**src/rtl/bwin_pkg.sv**
```systemverilog
package bwin_pkg;
   typedef enum logic [1:0] {
      SZ_B8   = 2'd0,
      SZ_B16  = 2'd1,
      SZ_B32  = 2'd2,
      SZ_B32A = 2'd3
   } hsize_e;

   typedef enum logic [1:0] {
      ST_IDLE  = 2'd0,
      ST_STEP  = 2'd1,
      ST_RWAIT = 2'd2,
      ST_DONE  = 2'd3
   } seq_st_e;

   localparam logic [1:0] BANK_CTL = 2'd0;
   localparam logic [1:0] BANK_MMU = 2'd2;

   localparam logic [3:0] OFF_PNUM  = 4'd2;
   localparam logic [3:0] OFF_PTRL  = 4'd6;
   localparam logic [3:0] OFF_PTRH  = 4'd7;
   localparam logic [3:0] OFF_PGCNT = 4'd8;
   localparam logic [3:0] OFF_PGUSE = 4'd9;
   localparam logic [3:0] OFF_WIDE  = 4'd12;
   localparam logic [3:0] OFF_BANK  = 4'd14;
   localparam logic [3:0] OFF_ID    = 4'd15;

   localparam int PTR_SRC_BIT = 15;
   localparam int PTR_INC_BIT = 14;
   localparam logic [7:0] PTRH_RD_MASK = 8'hF7;
endpackage

```
**src/rtl/bwin_seq.sv**
```systemverilog
module bwin_seq
   import bwin_pkg::*;
(
   input  logic        clk,
   input  logic        rst_n,
   input  logic        hst_req,
   input  logic        hst_we,
   input  logic [3:0]  hst_addr,
   input  logic [1:0]  hst_size,
   input  logic [31:0] hst_wdata,
   output logic [31:0] hst_rdata,
   output logic        hst_ready,
   output logic        b_valid,
   output logic        b_we,
   output logic [3:0]  b_off,
   output logic [7:0]  b_wdata,
   input  logic        win_hit,
   input  logic [7:0]  reg_rdata,
   input  logic [7:0]  ram_rdata,
   output logic        ram_en,
   output logic        ram_we
);
   seq_st_e     st_q;
   logic [3:0]  base_q;
   logic [1:0]  idx_q;
   logic [1:0]  last_q;
   logic        we_q;
   logic [31:0] wd_q;
   logic [31:0] rd_q;
   logic        wait_rd;
   logic [1:0]  last_d;
   logic        wide_d;

   assign b_valid   = (st_q == ST_STEP);
   assign b_we      = we_q;
   assign b_off     = base_q + {2'b00, idx_q};
   assign b_wdata   = wd_q[{idx_q, 3'b000} +: 8];
   assign ram_en    = b_valid && win_hit;
   assign ram_we    = ram_en && we_q;
   assign wait_rd   = ram_en && !we_q;
   assign hst_ready = (st_q == ST_DONE);
   assign hst_rdata = rd_q;

   always_comb begin
      wide_d = 1'b0;
      case (hsize_e'(hst_size))
         SZ_B8:   last_d = 2'd0;
         SZ_B16:  last_d = 2'd1;
         default: begin
            last_d = 2'd3;
            wide_d = 1'b1;
         end
      endcase
   end

   always_ff @(posedge clk or negedge rst_n) begin
      if (!rst_n) begin
         st_q   <= ST_IDLE;
         base_q <= '0;
         idx_q  <= '0;
         last_q <= '0;
         we_q   <= 1'b0;
         wd_q   <= '0;
         rd_q   <= '0;
      end else begin
         case (st_q)
            ST_IDLE: begin
               if (hst_req) begin
                  base_q <= hst_addr;
                  we_q   <= hst_we;
                  wd_q   <= hst_wdata;
                  rd_q   <= '0;
                  last_q <= last_d;
                  // wide write at offset 12 only reaches the bank byte and above
                  idx_q  <= (hst_we && wide_d && hst_addr == OFF_WIDE) ? 2'd2 : 2'd0;
                  st_q   <= ST_STEP;
               end
            end
            ST_STEP: begin
               if (wait_rd) begin
                  st_q <= ST_RWAIT;
               end else begin
                  if (!we_q) rd_q[{idx_q, 3'b000} +: 8] <= reg_rdata;
                  if (idx_q == last_q) st_q <= ST_DONE;
                  else idx_q <= idx_q + 2'd1;
               end
            end
            ST_RWAIT: begin
               rd_q[{idx_q, 3'b000} +: 8] <= ram_rdata;
               if (idx_q == last_q) begin
                  st_q <= ST_DONE;
               end else begin
                  idx_q <= idx_q + 2'd1;
                  st_q  <= ST_STEP;
               end
            end
            default: st_q <= ST_IDLE;
         endcase
      end
   end

   // completion is a single-cycle pulse
   p_ready_pulse_r11: assert property (@(posedge clk) disable iff (!rst_n)
      hst_ready |=> !hst_ready);
   // a write strobe never appears without the access strobe
   p_we_with_en_r11: assert property (@(posedge clk) disable iff (!rst_n)
      ram_we |-> ram_en);
   // the cycle after a RAM read is left free for the returning data
   p_read_gap_r11: assert property (@(posedge clk) disable iff (!rst_n)
      (ram_en && !ram_we) |=> !ram_en);
endmodule

```
**src/rtl/bwin_regs.sv**
```systemverilog
module bwin_regs
   import bwin_pkg::*;
#(
   parameter int         NUM_PAGES = 4,
   parameter int         PAGE_W    = 2,
   parameter logic [7:0] ID_VALUE  = 8'h33
) (
   input  logic                 clk,
   input  logic                 rst_n,
   input  logic                 b_valid,
   input  logic                 b_we,
   input  logic [3:0]           b_off,
   input  logic [7:0]           b_wdata,
   input  logic [NUM_PAGES-1:0] alloc_map,
   input  logic [15:0]          ptr,
   output logic [7:0]           reg_rdata,
   output logic                 win_hit,
   output logic                 win_acc,
   output logic                 ptr_wr_lo,
   output logic                 ptr_wr_hi,
   output logic [PAGE_W-1:0]    pnum_page
);
   localparam int CNT_W = $clog2(NUM_PAGES + 1);

   generate
      if (NUM_PAGES < 2 || NUM_PAGES > 255 || (NUM_PAGES & (NUM_PAGES - 1)) != 0) begin : g_bad_pages
         $error("NUM_PAGES must be a power of two between 2 and 128");
      end
   endgenerate

   logic [1:0]       bank_q;
   logic [7:0]       pnum_q;
   logic             bank_wr;
   logic             mmu_wr;
   logic [CNT_W-1:0] psum [NUM_PAGES+1];

   assign bank_wr   = b_valid && b_we && (b_off == OFF_BANK);
   assign mmu_wr    = b_valid && b_we && (bank_q == BANK_MMU);
   assign ptr_wr_lo = mmu_wr && (b_off == OFF_PTRL);
   assign ptr_wr_hi = mmu_wr && (b_off == OFF_PTRH);
   assign win_hit   = (bank_q == BANK_MMU) && (b_off[3:2] == 2'b10);
   assign win_acc   = b_valid && win_hit;
   assign pnum_page = pnum_q[PAGE_W-1:0];

   assign psum[0] = '0;
   generate
      for (genvar g = 0; g < NUM_PAGES; g++) begin : g_pop
         assign psum[g+1] = psum[g] + CNT_W'(alloc_map[g]);
      end
   endgenerate

   always_ff @(posedge clk or negedge rst_n) begin
      if (!rst_n) begin
         bank_q <= '0;
         pnum_q <= '0;
      end else begin
         if (bank_wr) bank_q <= b_wdata[1:0];
         if (mmu_wr && b_off == OFF_PNUM) pnum_q <= b_wdata;
      end
   end

   always_comb begin
      reg_rdata = '0;
      if (b_off == OFF_BANK) begin
         reg_rdata = {6'b0, bank_q};
      end else if (b_off == OFF_ID) begin
         reg_rdata = ID_VALUE;
      end else begin
         case (bank_q)
            BANK_CTL: begin
               if (b_off == OFF_PGCNT)      reg_rdata = 8'(NUM_PAGES);
               else if (b_off == OFF_PGUSE) reg_rdata = 8'(psum[NUM_PAGES]);
            end
            BANK_MMU: begin
               if (b_off == OFF_PNUM)      reg_rdata = pnum_q;
               else if (b_off == OFF_PTRL) reg_rdata = ptr[7:0];
               else if (b_off == OFF_PTRH) reg_rdata = ptr[15:8] & PTRH_RD_MASK;
            end
            default: reg_rdata = '0;
         endcase
      end
   end

   // the bank only moves on a write to the select location
   p_bank_hold_r1: assert property (@(posedge clk) disable iff (!rst_n)
      !bank_wr |=> $stable(bank_q));
   // the packet number only moves on its own write
   p_pnum_hold_r3: assert property (@(posedge clk) disable iff (!rst_n)
      !(mmu_wr && b_off == OFF_PNUM) |=> $stable(pnum_q));
endmodule

```
**src/rtl/bwin_ptr.sv**
```systemverilog
module bwin_ptr
   import bwin_pkg::*;
#(
   parameter int PAGE_W = 2,
   parameter int OFS_W  = 11
) (
   input  logic                    clk,
   input  logic                    rst_n,
   input  logic                    wr_lo,
   input  logic                    wr_hi,
   input  logic [7:0]              wdata,
   input  logic                    acc,
   input  logic [1:0]              lane,
   input  logic [PAGE_W-1:0]       rx_head,
   input  logic [PAGE_W-1:0]       pnum_page,
   output logic [15:0]             ptr_q,
   output logic [PAGE_W+OFS_W-1:0] ram_addr
);
   generate
      if (OFS_W < 2 || OFS_W > 11) begin : g_bad_ofs
         $error("page offset must be 2 to 11 bits wide");
      end
   endgenerate

   logic [PAGE_W-1:0] page;
   logic [OFS_W-1:0]  ofs;
   logic [OFS_W-1:0]  byte_addr;
   logic              inc_mode;

   assign inc_mode  = ptr_q[PTR_INC_BIT];
   assign ofs       = ptr_q[OFS_W-1:0];
   assign page      = ptr_q[PTR_SRC_BIT] ? rx_head : pnum_page;
   assign byte_addr = inc_mode ? ofs : OFS_W'(ofs + OFS_W'(lane));
   assign ram_addr  = {page, byte_addr};

   always_ff @(posedge clk or negedge rst_n) begin
      if (!rst_n) begin
         ptr_q <= '0;
      end else if (wr_lo) begin
         ptr_q[7:0] <= wdata;
      end else if (wr_hi) begin
         ptr_q[15:8] <= wdata;
      end else if (acc && inc_mode) begin
         ptr_q[OFS_W-1:0] <= OFS_W'(ofs + 1'b1);
      end
   end

   // post-increment wraps inside the offset field and keeps the upper bits
   p_autoinc_r4: assert property (@(posedge clk) disable iff (!rst_n)
      (acc && inc_mode) |=> (ptr_q[OFS_W-1:0] == OFS_W'($past(ptr_q[OFS_W-1:0]) + 1'b1))
                            && (ptr_q[15:OFS_W] == $past(ptr_q[15:OFS_W])));
   // lane addressing leaves the pointer alone
   p_lane_hold_r5: assert property (@(posedge clk) disable iff (!rst_n)
      (acc && !inc_mode) |=> $stable(ptr_q));
endmodule

```
**src/rtl/bank_window.sv**
```systemverilog
module bank_window
   import bwin_pkg::*;
#(
   parameter int         NUM_PAGES  = 4,
   parameter int         PAGE_BYTES = 2048,
   parameter logic [7:0] ID_VALUE   = 8'h33,
   localparam int        PAGE_W     = $clog2(NUM_PAGES),
   localparam int        OFS_W      = $clog2(PAGE_BYTES),
   localparam int        RAM_AW     = PAGE_W + OFS_W
) (
   input  logic                 clk,
   input  logic                 rst_n,
   input  logic                 hst_req,
   input  logic                 hst_we,
   input  logic [3:0]           hst_addr,
   input  logic [1:0]           hst_size,
   input  logic [31:0]          hst_wdata,
   output logic [31:0]          hst_rdata,
   output logic                 hst_ready,
   input  logic [NUM_PAGES-1:0] alloc_map,
   input  logic [PAGE_W-1:0]    rx_head,
   output logic                 ram_en,
   output logic                 ram_we,
   output logic [RAM_AW-1:0]    ram_addr,
   output logic [7:0]           ram_wdata,
   input  logic [7:0]           ram_rdata
);
   generate
      if ((PAGE_BYTES & (PAGE_BYTES - 1)) != 0) begin : g_bad_page_bytes
         $error("PAGE_BYTES must be a power of two");
      end
   endgenerate

   logic              b_valid;
   logic              b_we;
   logic [3:0]        b_off;
   logic [7:0]        b_wdata;
   logic              win_hit;
   logic              win_acc;
   logic [7:0]        reg_rdata;
   logic              ptr_wr_lo;
   logic              ptr_wr_hi;
   logic [PAGE_W-1:0] pnum_page;
   logic [15:0]       ptr;

   assign ram_wdata = b_wdata;

   bwin_seq u_seq (
      .clk       (clk),
      .rst_n     (rst_n),
      .hst_req   (hst_req),
      .hst_we    (hst_we),
      .hst_addr  (hst_addr),
      .hst_size  (hst_size),
      .hst_wdata (hst_wdata),
      .hst_rdata (hst_rdata),
      .hst_ready (hst_ready),
      .b_valid   (b_valid),
      .b_we      (b_we),
      .b_off     (b_off),
      .b_wdata   (b_wdata),
      .win_hit   (win_hit),
      .reg_rdata (reg_rdata),
      .ram_rdata (ram_rdata),
      .ram_en    (ram_en),
      .ram_we    (ram_we)
   );

   bwin_regs #(
      .NUM_PAGES (NUM_PAGES),
      .PAGE_W    (PAGE_W),
      .ID_VALUE  (ID_VALUE)
   ) u_regs (
      .clk       (clk),
      .rst_n     (rst_n),
      .b_valid   (b_valid),
      .b_we      (b_we),
      .b_off     (b_off),
      .b_wdata   (b_wdata),
      .alloc_map (alloc_map),
      .ptr       (ptr),
      .reg_rdata (reg_rdata),
      .win_hit   (win_hit),
      .win_acc   (win_acc),
      .ptr_wr_lo (ptr_wr_lo),
      .ptr_wr_hi (ptr_wr_hi),
      .pnum_page (pnum_page)
   );

   bwin_ptr #(
      .PAGE_W (PAGE_W),
      .OFS_W  (OFS_W)
   ) u_ptr (
      .clk       (clk),
      .rst_n     (rst_n),
      .wr_lo     (ptr_wr_lo),
      .wr_hi     (ptr_wr_hi),
      .wdata     (b_wdata),
      .acc       (win_acc),
      .lane      (b_off[1:0]),
      .rx_head   (rx_head),
      .pnum_page (pnum_page),
      .ptr_q     (ptr),
      .ram_addr  (ram_addr)
   );
endmodule

```
**config.mk**
```make
export PLATFORM = sky130hd
export DESIGN_NAME = bank_window
export DESIGN_NICKNAME = d
export VERILOG_FILES = /design/src/rtl/bwin_pkg.sv /design/src/rtl/bwin_seq.sv /design/src/rtl/bwin_regs.sv /design/src/rtl/bwin_ptr.sv /design/src/rtl/bank_window.sv
export SDC_FILE = /design/constraint.sdc
export NUM_CORES = 1
export LEC_CHECK = 0
export BUFFER_PORTS_ARGS = -buffer_cell sky130_fd_sc_hd__buf_2
export CAP_MARGIN = 20
export CELL_PAD_IN_SITES_DETAIL_PLACEMENT = 1
export CELL_PAD_IN_SITES_GLOBAL_PLACEMENT = 1
export CORE_MARGIN = 2
export CORE_UTILIZATION = 35
export CTS_BUF_LIST = sky130_fd_sc_hd__clkbuf_8 sky130_fd_sc_hd__clkbuf_16
export CTS_CLUSTER_SIZE = 25
export DETAILED_ROUTE_END_ITERATION = 6
export GPL_TIMING_DRIVEN = 0
export PLACE_DENSITY = 0.65
export SYNTH_ARGS = -nofsm -noshare
export SYNTH_HDL_FRONTEND = slang
export SYNTH_SLANG_ARGS = --single-unit
```
**constraint.sdc**
```tcl
create_clock -name clk -period 5.75 [get_ports clk]
set_clock_uncertainty 0.05 [all_clocks]
set_input_delay 0.8625 -clock clk [delete_from_list [all_inputs] [get_ports clk]]
set_output_delay 0.8625 -clock clk [all_outputs]
set_load 0.02 [all_outputs]
```
* Word-level counts from Yosys, hierarchy flattened
Cells that the tools add are included.
** Storage, ports and cells
- Register bits after elaboration :: 101
- Input bits :: 56
- Output and inout port bits :: 56
- Word-level logic and storage cells :: 105
** Operators by class
- $add $sub $neg :: 8
- Equality and inequality tests :: 20
- Shifts and indexed selects :: 4
- Multiplexer cells :: 32
- Bitwise operators :: 1
- Reduce and logical (&&, ||, !) cells :: 28
** Operators with widths (count)
- $mux 32 :: 3
- $pmux 32 s3 :: 1
- $bwmux 32 :: 2
- $mux 8 :: 8
- $shiftx 8x7->32 :: 2
- $shift 8x7->32 const A :: 1
- $shiftx 32x6->8 :: 1
- $mux 11 :: 2
- $eq 4x4->1 const B :: 5
- $mux 2 :: 9
- $pmux 8 s2 :: 1
- $logic_and 1x1->1 :: 13
- $pmux 2 s3 :: 2
- $add 11x1->11 const B :: 1
- $add 11x2->11 :: 1
- $reduce_and 2->1 :: 5
- $eq 2x2->1 const B :: 4
- $eq 4x3->1 const B :: 2
- $ne 2x2->1 const B :: 4
- $neg 5->7 :: 1
- $add 3x1->3 :: 2
- $logic_not 2->1 :: 3
- $mux 3 :: 2
- $add 4x2->4 :: 1
- 15 further kinds :: 17

* Longest topological paths before layout
Gate-level depths: netlist of the first run.
- Word-level depth :: 13
- Mapped depth :: 10

* Cells and area by module
From an unflattened synthesis of the first run, not the netlist that was laid out.
** Unflattened totals
- Cells, all modules :: 570
- Area total of the unflattened synthesis :: 5901.9 µm²
** Modules (own cells, without submodules)
- bwin_seq :: instances 1, cells each 357, area each 3950.0 µm², sequential area each 1876.8 µm²
- bwin_ptr :: instances 1, cells each 128, area each 1123.6 µm², sequential area each 400.4 µm²
- bwin_regs :: instances 1, cells each 85, area each 828.3 µm², sequential area each 250.2 µm²

* Least setup slack after synthesis of the first run
No wires, ideal clock.
- Kind :: flip-flop to output port
- From :: register u_seq.idx_q[0]
- To :: output ram_addr[9]
- Arrival time :: 2667 ps
- Required time :: 4838 ps
- Slack :: 2170 ps
- Cell stages (with the launch flop) :: 8
- Path buffers :: 0
- Cell sequence :: dfrtp_1 -> ha_1 -> fa_1 -> ha_1 -> a21oi_1 -> or3b_2 -> nor3_1 -> xor2_1
** Between the ends
- Word-level cells in the longest chain between the ends :: 3
** RTL lines
- from (decl) :: RTL line bwin_seq.sv:25 : logic [1:0] idx_q;
- from (signal assigned) :: RTL line bwin_seq.sv:75 : idx_q <= (hst_we && wide_d && hst_addr == OFF_WIDE) ? 2'd2 : 2'd0;
- from (signal assigned) :: RTL line bwin_seq.sv:85 : else idx_q <= idx_q + 2'd1;
- from (signal assigned) :: RTL line bwin_seq.sv:93 : idx_q <= idx_q + 2'd1;
- $add 4x2->4 :: RTL line bwin_seq.sv:36 : assign b_off = base_q + {2'b00, idx_q};
- $add 11x2->11 :: RTL line bwin_ptr.sv:33 : assign byte_addr = inc_mode ? ofs : OFS_W'(ofs + OFS_W'(lane));
- $mux 11 :: RTL line bwin_ptr.sv:33
- to (decl) :: RTL line bank_window.sv:24 : output logic [RAM_AW-1:0] ram_addr,
No other way between the ends.

* Worst setup path in the final report of the first run
Same ends and word-level chain as after synthesis.

==> results by group, run 1 <==
Timing
  • Slew margin rel.: 41.71%
  • Hold WS: 0.4425 ns
  • Final Max Slew Viols: 0
  • RSZ-0062 raised after global routing: no
  • Slew at the pin closest to its max-slew limit: 0.8727 ns
  • Post-route minimum period: around 4.2 ns
  • Highest clock rate: around 240 MHz
  • Final period util: slightly above 70%
  • Final hold vios: 0
  • Final setup vio count: 0
  • Setup TNS: 0 ns

Yosys
  • Share of Yosys cell area claimed by the top area cell type: 40.83%
  • Commonest cells post-synth: 100 x dfrtp_1, 65 x a21oi_1, 57 x mux2_2
  • Biggest area consumer among synthesized cells: dfrtp_1
  • Syn nets: a little under 700
  • Seq/Total Area, Yosys: 40.83%
  • Asr flop ratio synth: 100.0%
  • Distinct cells, synth: 72
  • Register bit total from synthesis: 100
  • Main synth FF type: dfrtp_1
  • Mapped Cells: 614
  • Post-synth EDFFs: 0
  • Area contributors post-synth: dfrtp_1 41%, mux2_2 10%, a21oi_1 5.3%
  • Post-synthesis cell area: 6128 um^2
  • Yosys synthesis warning count: 0
  • Most common cell in the synthesized netlist: dfrtp_1
  • Synthesized area per cell: 9.981 um^2

Setup path
  • CP Cell Sequence: ha_1 -> fa_1 -> ha_1 -> a21oi_1 -> or3b_2 -> nor3_1 -> xor2_1 -> buf_2
  • WS Path Type: flip-flop to primary output
  • Crit. End Element: primary output
  • Slowest cell on the critical path: fa_1
  • Worst Path Required: approximately 4.8 ns
  • CP max stage delay: 0.65 ns
  • Cell count along the critical path: 8
  • Reg2reg path depth: 8
  • CP Buf/Inv Count: 1
  • Top Family by Delay on Critical Path: adder cells
  • Worst setup SP type: flip-flop
  • Crit path top cell by count: ha_1
  • Crit-path max FO: 9
  • Worst Path Arrival: 3.26 ns
  • Worst reg2reg setup slack: 2.14 ns

Detailed routing
  • Total Wirelength: around 21,000 um
  • Drt drc: 0
  • Number of routed nets with antenna violations: 0
  • DR iter-0 viols: 263
  • Wirelength per Cell: 21.58 um
  • Vias per inst: 5.691
  • DR vias: 5,509
  • Drt first pass iters: 5

Cells and area
  • Final nets: 814
  • Reg area: 2502 um^2
  • Multi-input gate area: 3392 um^2
  • # fillers: 1,982
  • Final core occ: 42.36%
  • Ant diodes: 0
  • Layout area overhead: 19.13%
  • Layout cell share with drive strength beyond 1: 30.01%

Clocking
  • Root buffer cell: clkbuf_16
  • Clk pin slew, worst setup/hold paths: 0.07 ns
  • Cts bufs inserted: 9
  • Skew-Pair Late Insertion Delay: 0.36 ns
  • Post-CTS setup buffers: 0
  • CTS tree: yes
  • Maximum root-to-sink buffer count: 2
  • Hold-fix buffers at CTS: 0
  • # H-tree levels: 3
  • Num Clock Sinks: 100
  • Post-CTS Resized: 0

Floorplan
  • Initial Util: 35.55%
  • DIE HEIGHT: 136.3 um
  • Die area: 18,580 um^2
  • Die width: between 100 and 150 um
  • # IOs: 112
  • Rows: 48
  • Core Area: 17,240 um^2

Pwr
  • Static Leak: 3.332 nW
  • PD cells: between 500 and 600 nW/um^2
  • Worst IR Drop VDD: about 0.27 mV

Placed design
  • Post-DP HPWL: around 16,000 um
  • RD Place Congestion: 0.9059
  • Port Buf Inserts: 111

Worst hold path
  • Hold depth: 2
  • Hold crit path type: flip-flop to flip-flop

GRT
  • Largest net degree at the start of global routing: 55
  • First-pass GRT wire length: 32,930 um
  • Number of global-route vias before repair: 5,952
  • Final global-route overflow total: 0
  • Initial antenna violation count: 0
  • Tot GR Track Use: 23.36%

Run status
  • Status: completed

Flow run
  • Max cap viols: 0
tightest hold or removal path, stage by stage, from the launching register on:
cell and delay (ns):
dfrtp_1 0.34, nand2_1 0.05, o21ai_0 0.07
layout make-up:
class                           instances  share of cell area (%)
Clock buffer                            9                   3.085
Multi-Input combinational cell        462                   46.46
Sequential cell                       100                   34.28
Timing Repair Buffer                  113                   8.089
Buffer                                 38                   2.485
Tap cell                              225                   3.856
Inverter                               14                  0.7198
Clock inverter                          7                   1.028
per-stage QoR:
stage / power (mW) / std cells / area (um^2) / worst slack [ns]
6_report: 4.350 / 968 / 7301 / 1.575
5_1_grt: 4.645 / 968 / 7301 / 1.411
4_1_cts: 4.353 / 967 / 7296 / 1.556
3_5_place_dp: 3.707 / 951 / 6995 / 1.898
3_3_place_gp: 3.599 / 950 / 6965 / 2.032
2_1_floorplan: 2.847 / 614 / 6128 / 2.170
registers in the layout (all words and copies together), names as in the netlist:
register         cells
u_ptr.ptr_q         15
u_seq.last_q         2
u_seq.wd_q          32
u_seq.st_q           2
u_seq.idx_q          2
u_seq.b_we           1
u_regs.bank_q        2
u_seq.hst_rdata     32
u_seq.base_q         4
u_regs.pnum_q        8
kinds of logic (layout without fill, tap and decap cells):
| kind of cell | count (synthesis) | count (layout) | share of synthesized area, % |
|---|---|---|---|
| flops | 100 | 100 | 40.83 |
| mux | 75 | 75 | 15.05 |
| xor+xnor | 22 | 22 | 3.389 |
| compound gates | 176 | 176 | 18.48 |
| simple gates | 169 | 169 | 13.99 |
| buf+inv | 52 | 181 | 3.818 |
| fa+ha+maj | 20 | 20 | 4.451 |
routing by layer:
metal / share of wire [%] / wire length [um] / GRT usage (%)
met5: 0 / 0 / 0
met4: 1.9 / 401 / 7.176
met3: 4.5 / 943 / 3.468
met2: 48 / 9972 / 38.30
met1: 46 / 9572 / 31.90
layout by cell type (no fill, tap or decap), types with 17 or more instances in the layout:
cell        n
ha_1       17
o21ai_0    28
a21oi_1    65
mux2_2     57
dfrtp_1   100
nand2_1    51
nor2_1     39
clkbuf_1   29
a31oi_1    19
buf_2     114
path summary, 6_finish.rpt:
check	from	end
max reg2reg	u_seq.idx_q[0]	u_seq.hst_rdata[5]
min	u_seq.hst_rdata[8]	u_seq.hst_rdata[8]
max in group asynchronous	rst_n	u_seq.hst_rdata[31]
min reg2reg	u_seq.hst_rdata[8]	u_seq.hst_rdata[8]
min in group asynchronous	rst_n	u_seq.wd_q[31]
max	u_seq.idx_q[0]	ram_addr[9]
power breakdown:
part | leakage (nW) | total [mW] | switching, mW | internal (mW)
logic | 1.88 | 2.62 | 1.70 | 0.918
registers | 1.30 | 1.11 | 0.170 | 0.938
clock network | 0.150 | 0.625 | 0.314 | 0.311
Note: power is estimated with default switching activity, not from simulation.
==> inputs of run 2 (changes only) <==
==> constraint.sdc (replaced) <==
create_clock -name clk -period 3.88 [get_ports clk]
set_clock_uncertainty 0.05 [all_clocks]
set_input_delay 0.582 -clock clk [delete_from_list [all_inputs] [get_ports clk]]
set_output_delay 0.582 -clock clk [all_outputs]
set_load 0.02 [all_outputs]
==> results by group, run 2 (same netlist as run 1, synthesis figures left out) <==
Clocking
  • # H-tree levels: 3 (unchanged)
  • Hold-fix buffers at CTS: 0 (unchanged)
  • Maximum root-to-sink buffer count: 2 (unchanged)
  • Skew-Pair Late Insertion Delay: 0.36 ns (about the same)
  • Clk pin slew, worst setup/hold paths: 0.08 ns (was 0.07 ns)
  • Cts bufs inserted: 9 (unchanged)
  • Num Clock Sinks: 100 (unchanged)
  • CTS tree: yes (unchanged)
  • Root buffer cell: clkbuf_16 (unchanged)

Detailed routing
  • DR iter-0 viols: 284 (was 263)
  • Total Wirelength: 21,060 um (was 20,890 um)
  • Drt drc: 0 (unchanged)
  • Drt first pass iters: 4 (was 5)
  • DR vias: 5,505 (was 5,509)
  • Number of routed nets with antenna violations: 0 (unchanged)
  • Vias per inst: 5.675 (was 5.691)
  • Wirelength per Cell: 21.71 um (was 21.58 um)

Run status
  • Status: completed (unchanged)

Floorplan
  • # IOs: 112 (unchanged)
  • Die width: 136.3 um (unchanged)
  • Initial Util: 35.55% (unchanged)
  • Die area: 18,580 um^2 (unchanged)
  • Core Area: 17,240 um^2 (unchanged)
  • DIE HEIGHT: 136.3 um (unchanged)
  • Rows: 48 (unchanged)

Pwr
  • Static Leak: 3.342 nW (was 3.332 nW)
  • Tot Pwr: 6.525 mW (was 4.350 mW)
  • Worst IR Drop VDD: 0.4024 mV (was 0.2709 mV)
  • PD cells: 890.0 nW/um^2 (was 595.8 nW/um^2)

Setup path
  • Critical R2R Launch: u_seq.idx_q[0] (unchanged)
  • Reg2reg path depth: 8 (unchanged)
  • CP Cell Sequence: ha_1 -> fa_2 -> ha_1 -> a21oi_1 -> or3b_2 -> nor3_2 -> xor2_1 -> buf_2 (was ha_1 -> fa_1 -> ha_1 -> a21oi_1 -> or3b_2 -> nor3_1 -> xor2_1 -> buf_2)
  • CP max stage delay: 0.56 ns (was 0.65 ns)
  • Worst reg2reg setup slack: 0.31 ns (was 2.14 ns)
  • Crit. End Element: primary output (unchanged)
  • CP Buf/Inv Count: 1 (unchanged)
  • Crit-path max FO: 7 (was 9)
  • Crit path top cell by count: ha_1 (unchanged)
  • Slowest cell on the critical path: fa_2 (was fa_1)
  • Worst Path Required: 3.25 ns (was 4.84 ns)
  • Worst setup SP type: flip-flop (unchanged)
  • Top Family by Delay on Critical Path: adder cells (unchanged)
  • Cell count along the critical path: 8 (unchanged)
  • RR Endpoint: u_seq.hst_rdata[5] (unchanged)
  • Critical path origin: u_seq.idx_q[0] (unchanged)
  • Worst setup endpoint: ram_addr[9] (unchanged)
  • WS Path Type: flip-flop to primary output (unchanged)
  • Worst Path Arrival: 3.10 ns (was 3.26 ns)

GRT
  • Final global-route overflow total: 0 (unchanged)
  • Largest net degree at the start of global routing: 55 (unchanged)
  • Initial antenna violation count: 0 (unchanged)
  • Number of global-route vias before repair: 5,952 (unchanged)
  • Tot GR Track Use: 23.36% (unchanged)
  • First-pass GRT wire length: 32,930 um (unchanged)

Placed design
  • Port Buf Inserts: 111 (unchanged)
  • Post-DP HPWL: 15,990 um (unchanged)
  • RD Place Congestion: 0.9059 (unchanged)

Timing
  • Post-route minimum period: 3.729 ns
  • Highest clock rate: 268.2 MHz
  • Setup TNS: 0 ns (unchanged)
  • Final period util: ~96%
  • Final hold vios: 0 (unchanged)
  • Hold WS: 0.2218 ns (was 0.4425 ns)
  • Slew at the pin closest to its max-slew limit: 0.9016 ns (was 0.8727 ns)
  • Final setup vio count: 0 (unchanged)
  • Final Max Slew Viols: 0 (unchanged)
  • RSZ-0062 raised after global routing: no (unchanged)
  • Slew margin rel.: 39.78% (was 41.71%)

Worst hold path
  • Hold crit path type: input pin to async pin (was flip-flop to flip-flop)

Cells and area
  • Layout cell share with drive strength beyond 1: 30.60% (was 30.01%)
  • Final nets: 816 (was 814)
  • Most frequent cells in the layout: 114 x buf_2, 100 x dfrtp_1, 65 x a21oi_1, 57 x mux2_2, 51 x nand2_1 (unchanged)
  • Final core occ: 42.53% (was 42.36%)
  • Commonest non-fill, non-tap cell in the layout: buf_2 (unchanged)
  • Ant diodes: 0 (unchanged)
  • Layout area overhead: 19.62% (was 19.13%)

Flow run
  • Max cap viols: 0 (unchanged)
-- run 2: changes by cell type in the layout (fill, tap and decap cells not counted), sizes merged --
cell    change
buf         +3
clkbuf      -1
-- run 2: where the power goes --
group | leakage [nW] | internal [mW] | total [mW] | switching (mW)
clock | 0.150 | 0.461 | 0.929 | 0.468
combinational | 1.89 | 1.41 | 3.95 | 2.54
sequential | 1.30 | 1.39 | 1.64 | 0.253
total | 3.34 | 3.26 | 6.52 | 3.26
-- run 2: cell type report --
class,instances,area [um^2]
buffer,38,181.4
clock buffer,9,225.2
clock inverter,7,75.07
fill,1984,9906
inverter,14,52.55
multi-input combinational,462,3405
sequential,100,2502
tap,225,281.5
timing repair buffer,115,608.1
-- run 2: routing by layer --
layer | global-route usage, % | vias to the layer above | wire length (um)
met2 | 38.30 | 131 | 10020
met1 | 31.90 | 2837 | 9833
met4 | 7.176 | 0 | 375
met3 | 3.468 | 20 | 826
li1 | - | 2517 | -
met5 | 0 | - | 0
-- run 2: per-stage QoR --
stage | area (um^2) | setup slack [ns] | cells
2_1_floorplan | 6128 | 0.5805 | 614
3_3_place_gp | 6965 | 0.1773 | 950
3_5_place_dp | 6995 | 0.02792 | 951
6_report | 7331 | 0.1510 | 970
4_1_cts | 7303 | 0.09840 | 967
5_1_grt | 7331 | 0.03307 | 970
-- run 2: repair_timing --
item	CTS	global route
resized for setup	2	1
setup endpoints to repair	2	1
pin swaps	0	1
buffers inserted	0	3
-- run 2: worst min-delay path by stage --
stage	endpoint	slack, ns	cells after the start	from
final	u_seq.wd_q[31]	0.22	1	rst_n
after global routing	u_seq.wd_q[7]	0.27	1	rst_n
after CTS	u_seq.wd_q[31]	0.25	1	rst_n
after detailed placement	u_seq.hst_rdata[11]	0.43	2	u_seq.hst_rdata[11]
after global placement	u_seq.hst_rdata[8]	0.42	2	u_seq.hst_rdata[8]
after floorplan	u_ptr.ptr_q[0]	0.24	0	rst_n
